## src/rtl/urx_pkg.sv

```systemverilog
// Shared types and helpers for the serial receive holding buffer.
// Assumes at most nine data bits per character.
package urx_pkg;

    localparam int URX_DATA_W = 9;

    // One held character with its own flags
    typedef struct packed {
        logic [URX_DATA_W-1:0] data;
        logic                  frame_err;
        logic                  parity_err;
        logic                  overrun;
    } urx_entry_t;

    // Number of data bits selected by a size code
    function automatic int urx_bits_for_size(input logic [2:0] code);
        case (code)
            3'd0:    return 5;
            3'd1:    return 6;
            3'd2:    return 7;
            3'd7:    return 9;
            default: return 8;
        endcase
    endfunction

endpackage

```

## src/rtl/urx_frame_check.sv

```systemverilog
// Converts one raw character from the shift register into a stored entry:
// masks the data to the configured size, derives the frame error from the
// first stop bit and the parity error from the masked data.
// Assumes the inputs are stable during the delivery strobe cycle.
module urx_frame_check
    import urx_pkg::*;
(
    input  logic [2:0]            char_size,
    input  logic                  parity_check_en,
    input  logic                  parity_odd,
    input  logic [URX_DATA_W-1:0] raw_data,
    input  logic                  stop_bit,
    input  logic                  parity_bit,
    output urx_entry_t            entry
);

    logic [URX_DATA_W-1:0] size_mask;
    logic [URX_DATA_W-1:0] masked;
    logic                  expect_par;

    // Build the data mask from the size code
    always_comb begin
        for (int i = 0; i < URX_DATA_W; i++) begin
            size_mask[i] = (i < urx_bits_for_size(char_size));
        end
    end

    // Mask data, compute flags
    always_comb begin
        masked           = raw_data & size_mask;
        expect_par       = (^masked) ^ parity_odd;
        entry.data       = masked;
        entry.frame_err  = ~stop_bit;
        entry.parity_err = parity_check_en & (expect_par != parity_bit);
        entry.overrun    = 1'b0;
    end

endmodule

```

## src/rtl/urx_entry_fifo.sv

```systemverilog
// Shift-style queue of DEPTH entries. Slot 0 is always the oldest entry.
// A read is applied before a write in the same cycle. A write to a full
// queue without a read is dropped and marks the newest slot as overrun.
// A low enable empties the queue and zeroes every slot.
// Assumes DEPTH >= 1.
module urx_entry_fifo
    import urx_pkg::*;
#(
    parameter int DEPTH = 2,
    localparam int CNT_W = $clog2(DEPTH + 1)
) (
    input  logic             clk,
    input  logic             rst_n,
    input  logic             enable,
    input  logic             push,
    input  urx_entry_t       push_entry,
    input  logic             pop,
    output urx_entry_t       head,
    output logic [CNT_W-1:0] count
);

    urx_entry_t       slots   [DEPTH];
    urx_entry_t       slots_n [DEPTH];
    logic [CNT_W-1:0] count_n;
    logic             do_pop;
    logic             is_full;
    logic             do_write;
    logic             lost;
    logic [CNT_W-1:0] wr_pos;

    // Decide pop, write and loss for this cycle
    always_comb begin
        is_full  = (count == CNT_W'(DEPTH));
        do_pop   = pop && (count != '0);
        do_write = push && (!is_full || do_pop);
        lost     = push && is_full && !do_pop;
        wr_pos   = do_pop ? count - 1'b1 : count;
    end

    // Compute next slot contents and occupancy
    always_comb begin
        for (int i = 0; i < DEPTH; i++) begin
            if (do_pop) begin
                slots_n[i] = (i < DEPTH - 1) ? slots[(i + 1) % DEPTH] : '0;
            end else begin
                slots_n[i] = slots[i];
            end
            if (do_write && (CNT_W'(i) == wr_pos)) begin
                slots_n[i] = push_entry;
            end
        end
        if (lost) begin
            slots_n[DEPTH-1].overrun = 1'b1;
        end
        count_n = count;
        if (do_write && !do_pop) begin
            count_n = count + 1'b1;
        end else if (do_pop && !do_write) begin
            count_n = count - 1'b1;
        end
    end

    // Register slots; reset or disable clears everything
    always_ff @(posedge clk) begin
        if (!rst_n || !enable) begin
            for (int i = 0; i < DEPTH; i++) begin
                slots[i] <= '0;
            end
            count <= '0;
        end else begin
            for (int i = 0; i < DEPTH; i++) begin
                slots[i] <= slots_n[i];
            end
            count <= count_n;
        end
    end

    assign head = slots[0];

endmodule

```

## src/rtl/urx_flag_gen.sv

```systemverilog
// Derives the receive-complete flag from queue occupancy and gates it
// into the interrupt request. Purely combinational.
module urx_flag_gen #(
    parameter int CNT_W = 2
) (
    input  logic [CNT_W-1:0] count,
    input  logic             rxc_ie,
    input  logic             global_ie,
    output logic             rx_complete,
    output logic             irq
);

    // Flag and request
    always_comb begin
        rx_complete = (count != '0);
        irq         = rx_complete && rxc_ie && global_ie;
    end

endmodule

```

## src/rtl/urx_status_buffer.sv

```systemverilog
// Top of the serial receive holding buffer: checks and masks each
// delivered character, queues it with its flags and presents the oldest
// entry through status, ninth-bit and data views.
// Assumes frm_valid is a one-cycle strobe from the receive shift register.
module urx_status_buffer
    import urx_pkg::*;
#(
    parameter int DEPTH = 2,
    localparam int CNT_W = $clog2(DEPTH + 1)
) (
    input  logic                  clk,
    input  logic                  rst_n,
    input  logic                  rx_enable,
    input  logic [2:0]            char_size,
    input  logic                  parity_check_en,
    input  logic                  parity_odd,
    input  logic                  frm_valid,
    input  logic [URX_DATA_W-1:0] frm_data,
    input  logic                  frm_stop_bit,
    input  logic                  frm_parity_bit,
    input  logic                  rd_data,
    input  logic                  rxc_ie,
    input  logic                  global_ie,
    output logic                  stat_frame_err,
    output logic                  stat_overrun,
    output logic                  stat_parity_err,
    output logic                  view_bit9,
    output logic [7:0]            view_data,
    output logic                  rx_complete,
    output logic                  irq
);

    urx_entry_t       new_entry;
    urx_entry_t       head;
    logic [CNT_W-1:0] count;

    urx_frame_check u_check (
        .char_size       (char_size),
        .parity_check_en (parity_check_en),
        .parity_odd      (parity_odd),
        .raw_data        (frm_data),
        .stop_bit        (frm_stop_bit),
        .parity_bit      (frm_parity_bit),
        .entry           (new_entry)
    );

    urx_entry_fifo #(.DEPTH(DEPTH)) u_fifo (
        .clk        (clk),
        .rst_n      (rst_n),
        .enable     (rx_enable),
        .push       (frm_valid),
        .push_entry (new_entry),
        .pop        (rd_data),
        .head       (head),
        .count      (count)
    );

    urx_flag_gen #(.CNT_W(CNT_W)) u_flags (
        .count       (count),
        .rxc_ie      (rxc_ie),
        .global_ie   (global_ie),
        .rx_complete (rx_complete),
        .irq         (irq)
    );

    // Present the oldest entry
    always_comb begin
        view_data       = head.data[7:0];
        view_bit9       = head.data[8];
        stat_frame_err  = head.frame_err;
        stat_parity_err = head.parity_err;
        stat_overrun    = head.overrun;
    end

endmodule

```

## config.mk

```make
export PLATFORM = sky130hd
export DESIGN_NAME = urx_status_buffer
export DESIGN_NICKNAME = d
export VERILOG_FILES = /design/src/rtl/urx_pkg.sv /design/src/rtl/urx_frame_check.sv /design/src/rtl/urx_entry_fifo.sv /design/src/rtl/urx_flag_gen.sv /design/src/rtl/urx_status_buffer.sv
export SDC_FILE = /design/constraint.sdc
export NUM_CORES = 1
export LEC_CHECK = 0
export BUFFER_PORTS_ARGS = -buffer_cell sky130_fd_sc_hd__buf_2
export CAP_MARGIN = 0
export CORE_ASPECT_RATIO = 0.6
export CORE_UTILIZATION = 56
export DETAILED_ROUTE_END_ITERATION = 7
export PLACE_DENSITY = 0.82
export SKIP_LAST_GASP = 1
export SLEW_MARGIN = 10
export SYNTH_ARGS = -nofsm -noshare
export SYNTH_HDL_FRONTEND = slang
export SYNTH_HIERARCHICAL = 1
export SYNTH_SLANG_ARGS = --single-unit
```

## constraint.sdc

```tcl
create_clock -name clk -period 4.5 [get_ports clk]
set_input_delay 0.45 -clock clk [delete_from_list [all_inputs] [get_ports clk]]
set_output_delay 0.45 -clock clk [all_outputs]
set_load 0.02 [all_outputs]
```

== Word-level counts from Yosys, hierarchy flattened ==
Memory sizes are Yosys's and may differ from the RTL's.
Cells that the tools add are included.
Widths: inputs -> output; s select.

* Add/subtract/negate cells: 2
* Magnitude comparators: 9
* Equal/unequal tests: 6
* Muxes and demuxes: 14
* Bitwise logic cells: 6
* Reductions and logical operators: 22

{| class="wikitable"
|+ Operators by type and width
! kind !! number
|-
| $mux 12 || 6
|-
| $lt 3x4->1 const A || 4
|-
| $pmux 4 s4 || 1
|-
| $logic_and 1x1->1 || 10
|-
| $and 9x9->9 || 1
|-
| $reduce_xor 9->1 || 1
|-
| $lt 1x4->1 const A || 2
|-
| $lt 2x4->1 const A || 2
|-
| $mux 2 || 3
|-
| $logic_not 1->1 || 5
|-
| $lt 4x4->1 const A || 1
|-
| $mux 1 || 4
|-
| $reduce_bool 2->1 || 2
|-
| $eq 3x1->1 const B || 1
|-
| $eq 3x2->1 const B || 1
|-
| $eq 3x3->1 const B || 1
|-
| $logic_not 3->1 || 1
|-
| $add 2x1->2 const B || 1
|-
| $eq 1x2->1 const A || 1
|-
| $eq 2x2->1 const B || 1
|-
| $logic_not 2->1 || 1
|-
| $logic_or 1x1->1 || 2
|-
| $or 1x1->1 || 2
|-
| $sub 2x1->2 const B || 1
|-
| 4 further kinds || 4
|}

* Bits in registers: 2
* Memory bits (writable): 24
* Bits of input ports: 23
* Output and inout bits: 14
* Logic and storage cells: 61
* Memories kept: 1

{| class="wikitable"
|+ Memory list
! memory !! words !! width !! read ports !! clocked after memory_dff !! wr ports !! line !! source
|-
| u_fifo.slots || 2 || 12 || 2 || 0 || 2 || urx_entry_fifo.sv:22 || <nowiki>urx_entry_t slots [DEPTH];</nowiki>
|}

== Depth between registers and ports, before layout ==
* Depth after elaboration: 11
* Gate-level depth with buffers: 11
* Mapped depth without buffers: 10

== Hierarchy ==
Netlist, hierarchy kept.

{| class="wikitable"
|+ Modules (own cells, without submodules)
! module !! times used !! cells each !! area each (um2) !! seq. area each (um2)
|-
| urx_entry_fifo || 1 || 129 || 1296.2 || 520.5
|-
| urx_frame_check || 1 || 25 || 195.2 || 0.0
|-
| urx_flag_gen || 1 || 2 || 16.3 || 0.0
|}

== Worst setup path before layout ==
OpenSTA, ideal clock, no wires.

* Kind: register to register
* Start point: register u_fifo.count[0]
* End point: register u_fifo.count[1]
* Library setup time: 0.128 ns
* Arrival time: 1.787 ns
* Required time: 4.372 ns
* Path slack: 2.586 ns
* Stages on the path, launching flop included: 12
* Path buffers: 1
* Clock period less this slack: 1.914 ns
* Cell sequence: dfxtp_1 > inv_1 > ha_1 > nor2b_4 > buf_12 > inv_6 > a21boi_0 > ha_1 > xor2_1 > nor2_1 > a21oi_1 > nor2_1

* Word-level cells in the longest chain between the ends: 7
* Elaborated cells on any way between the ends: 15
* Classes of those cells: 2 x add/sub; 1 x eq/ne; 2 x mux; 10 x reduce/logical

{| class="wikitable"
|+ Ends and longest elaborated chain
! item !! line !! source
|-
| start: declaration || urx_entry_fifo.sv:19 || <nowiki>output logic [CNT_W-1:0] count</nowiki>
|-
| start signal: assignment || urx_entry_fifo.sv:74 || <nowiki>count <= count_n;</nowiki>
|-
| $eq 2x2->1 / $reduce_bool 2->1 (equally long branches) || urx_entry_fifo.sv:33, urx_entry_fifo.sv:34 ||
|-
| $logic_not 1->1 / $logic_and 1x1->1 (equally long branches) || urx_entry_fifo.sv:35, urx_entry_fifo.sv:34 ||
|-
| $logic_or 1x1->1 || urx_entry_fifo.sv:35 || <nowiki>do_write = push && (!is_full || do_pop);</nowiki>
|-
| $logic_and 1x1->1 || urx_entry_fifo.sv:35 ||
|-
| $logic_not 1->1 || urx_entry_fifo.sv:58 || <nowiki>end else if (do_pop && !do_write) begin</nowiki>
|-
| $logic_and 1x1->1 || urx_entry_fifo.sv:58 ||
|-
| $reduce_bool 2->1 (no line) || n/a ||
|}

Several ways; a longest one is shown, not always the timed one. The select of a mux whose other input is x is not followed.
A chain may end at the register's enable or synchronous reset.

==> metrics.md <==
| Metric | Value |
|---|---|
| DR pass1 iterations | 5 |
| Worst reg2reg path depth | 7 |
| Layout filler cell count | 212 |
| Number of flops mapped to enable cells by yosys | 0 |
| Yosys cell types | 37 |
| Reg-to-Reg Start | u_fifo/count[0] |
| Core area | 2520 µm² |
| Vias/cell | 5.64 |
| Routed WL | 2930 µm |
| Port Buffers | 36 |
| Fin Clk Skew | 2.00 ps |
| Drt first-iter violations | between 50 and 60 |
| Avg WL per Cell | 14.4 µm |
| Synth-to-layout area growth | 6.80% |
| Wire length of the first global-routing pass | 4750 µm |
| Worst slew pin tran | 1030 ps |
| Setup bufs post-CTS | 0 |
| Area of the multi-input gates | slightly below 800 µm² |
| Peak VDD IR | 0.201 mV |
| Sequential-to-total area share from yosys stat | about a third |
| Syn_area_per_cell | 9.66 µm² |
| Largest family of logic cells by synthesized area | compound AO/OA/AOI/OAI gates |
| Post-Synth Adder-Cell Area | around 2.5% |
| Final Hold Vio Count | 0 |
| FF-to-FF End | u_fifo/slots[0][6] |
| Overall die width | 69.0 µm |
| Final period util | 56.4% |
| Initial antenna violation count | 0 |
| NumNets Final | ~200 |
| CTS max path bufs | 2 |
| Htree depth | 1 |
| Clk slew on worst S/H paths | approximately 80 ps |
| Headroom to the max-slew limit | around a third |
| Worst Hold End | u_fifo/slots[0][19] |
| Pin count of the biggest net entering global routing | 27 |
| Post-route ant nets | 0 |
| RSZ-0062 raised after global routing | no |
| CTS resizes | 0 |
| Final cell count without fillers | between 200 and 250 |
| Num rows | 14 |
| Residual DRC count | 0 |
| Worst Hold Class | primary input to register |
| Critical Path AT | approximately 2700 ps |
| Max frequency | 0.394 GHz |
| Initial Util | 59.8% |
| Synth Warn # | 6 |
| Compound-Gate Fraction of Synth Area | about 22% |
| Max-cap violations | 0 |
| Critical path class | register to register |
| Crit-path max FO | 24 |
| HP Start | frm_data[4] |
| Die Ht | 42.2 µm |
| Syn_nets | 182 |
| Die area | 2910 µm² |
| Top-area cell type share of the netlist area | between 30% and 40% |
| Synth Cell Area | between 1500 and 2000 µm² |
| CTS tree | built |
| Vias | about 1100 |
| Crit end category | register |
| # IOs | 37 |
| TritonCTS Buffers | 3 |
| Startpoint types | register |
| Seq cells post-synth | 26 |
| Xor and xnor area share after synthesis | 6.47% |
| Register area | 520 µm² |
| Syn Inst Count | 156 |
| # setup viols final | 0 |
| Setup_tns | 0 ps |
| Vias in the first global route | 1033 |
| Layout cells sized above 1 | 30.4% |
| Sink Count | 26 |
| Clk_lat worst skew | 270 ps |
| Multiplexer share of the synthesized area | around 8.6% |
| Static Leak | 0.688 nW |
| Synth Area in Simple Gates | 12.4% |
| Setup slack, reg-to-reg | 1960 ps |
| Min cycle time layout | around 2500 ps |
| Placed Cells | 199 |
| Gr ovfl total | 0 |
| Power Density | approximately 340 nW/µm² |
| Hold path depth | 3 |
| CTS Hold Buffers Added | 0 |
| Outcome | complete, no violations |
| Area leader, netlist | dfxtp_1 |
| Root Buffer | clkbuf_8 |
| # diodes | 0 |
| Leading post-synthesis cells by cell area | dfxtp_1 35%, mux2i_1 8.6%, buf_4 7.0%, nor2_1 7.0%, a211oi_2 6.6% |
| Dominant synthesized flop cell | dfxtp_1 |
| Final Slew Violations | 0 |
| FFs w/ async S/R, synth | 0% |
| Overall Global Routing Usage | 22.4% |
| GP Congestion | 0.794 |
| Worst EP required | 4660 ps |
| DP HPWL | 2160 µm |
==> critical path: stages (launching register included) <==
cell	delay, ps
dfxtp_1	510
inv_1	140
ha_1	260
nor2b_4	400
inv_6	110
a32oi_4	680
nor2_1	80
a211oi_1	250
==> power by group <==
group	total [mW]	switching, mW	internal (mW)
sequential	0.248	0.00800	0.240
clock	0.147	0.0688	0.0781
combinational	0.146	0.0854	0.0605
total	0.541	0.162	0.379
==> logic make-up after synthesis <==
logic type,count (synthesis)
AOI/OAI and AO/OA,37
xor gates and xnor gates,8
adders and majority gates,3
buffers and inverters,29
DFF,26
muxes,13
other,1
and+or+nand+nor,39
==> worst max-delay path by stage <==
stage / startpoint / to / slack (ps) / cells after the start
6_report: u_fifo/count[0] / u_fifo/slots[0][6] / 1960 / 7
5_1_grt: u_fifo/count[0] / u_fifo/slots[0][2] / 1790 / 7
4_1_cts: u_fifo/count[0] / u_fifo/slots[0][11] / 1980 / 7
3_5_place_dp: u_fifo/count[0] / u_fifo/slots[0][11] / 2000 / 7
3_3_place_gp: u_fifo/count[0] / u_fifo/slots[0][6] / 2110 / 7
2_1_floorplan: u_fifo/count[0] / u_fifo/count[1] / 2590 / 11
==> placed cells by master, fill, tap and decap left out <==
cell type	n
inv_6	1
mux2i_1	13
o211a_1	1
a32o_1	1
nor2b_1	2
o221ai_1	1
a211oi_2	8
xnor2_1	4
a21boi_0	1
dfxtp_1	26
nand2b_1	1
nand2_1	2
conb_1	1
inv_1	3
and4_2	1
clkbuf_8	4
nor2_1	28
and2b_1	1
xor2_1	2
o31a_1	1
nor2b_4	1
or2_1	1
xnor3_1	2
a21oi_1	3
ha_1	3
buf_2	36
and4b_1	1
o21a_1	2
a32oi_4	1
o211ai_1	1
nand3b_1	1
a22o_1	1
a211oi_1	4
a22oi_1	12
==> cell type report <==
| class | instances | area share, % |
|---|---|---|
| clock buffers | 4 | 3.42 |
| inverters | 4 | 1.24 |
| multi-input cells | 101 | 49.3 |
| flip-flops and latches | 26 | 32.3 |
| well taps | 32 | 2.49 |
| repair buffers | 36 | 11.2 |
==> per-stage QoR <==
step / setup slack, ps / power (mW) / hold slack, ps / instance area (µm²) / utilization (%)
6_report: 1960 / 0.541 / 480 / 1610 / 63.8
2_1_floorplan: 2590 / 0.380 / 465 / 1510 / -
5_1_grt: 1790 / 0.571 / 480 / 1610 / 63.8
3_3_place_gp: 2110 / 0.393 / 478 / 1560 / 61.7
3_5_place_dp: 2000 / 0.399 / 485 / 1560 / 61.7
4_1_cts: 1980 / 0.546 / 477 / 1610 / 63.8
==> synthesized netlist by cell type (all sizes together) (2+ instances only) <==
cell type  count
a211oi        12
a21oi          3
a22oi         12
buf           18
clkbuf         7
dfxtp         26
ha             3
inv            4
mux2i         13
nand2          2
nor2          28
nor2b          3
o21a           2
xnor2          4
xnor3          2
xor2           2
==> flip-flops by register name, summed over array words and instances, names as in the netlist <==
| register | cells |
|---|---|
| u_fifo/slots | 24 |
| u_fifo/count | 2 |
==> routing by layer <==
metal | track usage (%) | vias to the layer above | part of all wire [%]
met5 | 0 | - | 0
met4 | 3.67 | 0 | 0.34
met1 | 30.8 | 534 | 47
met2 | 35.0 | 43 | 46
met3 | 6.79 | 2 | 7.1
li1 | - | 566 | -
Note: power is estimated with default switching activity, not from simulation.
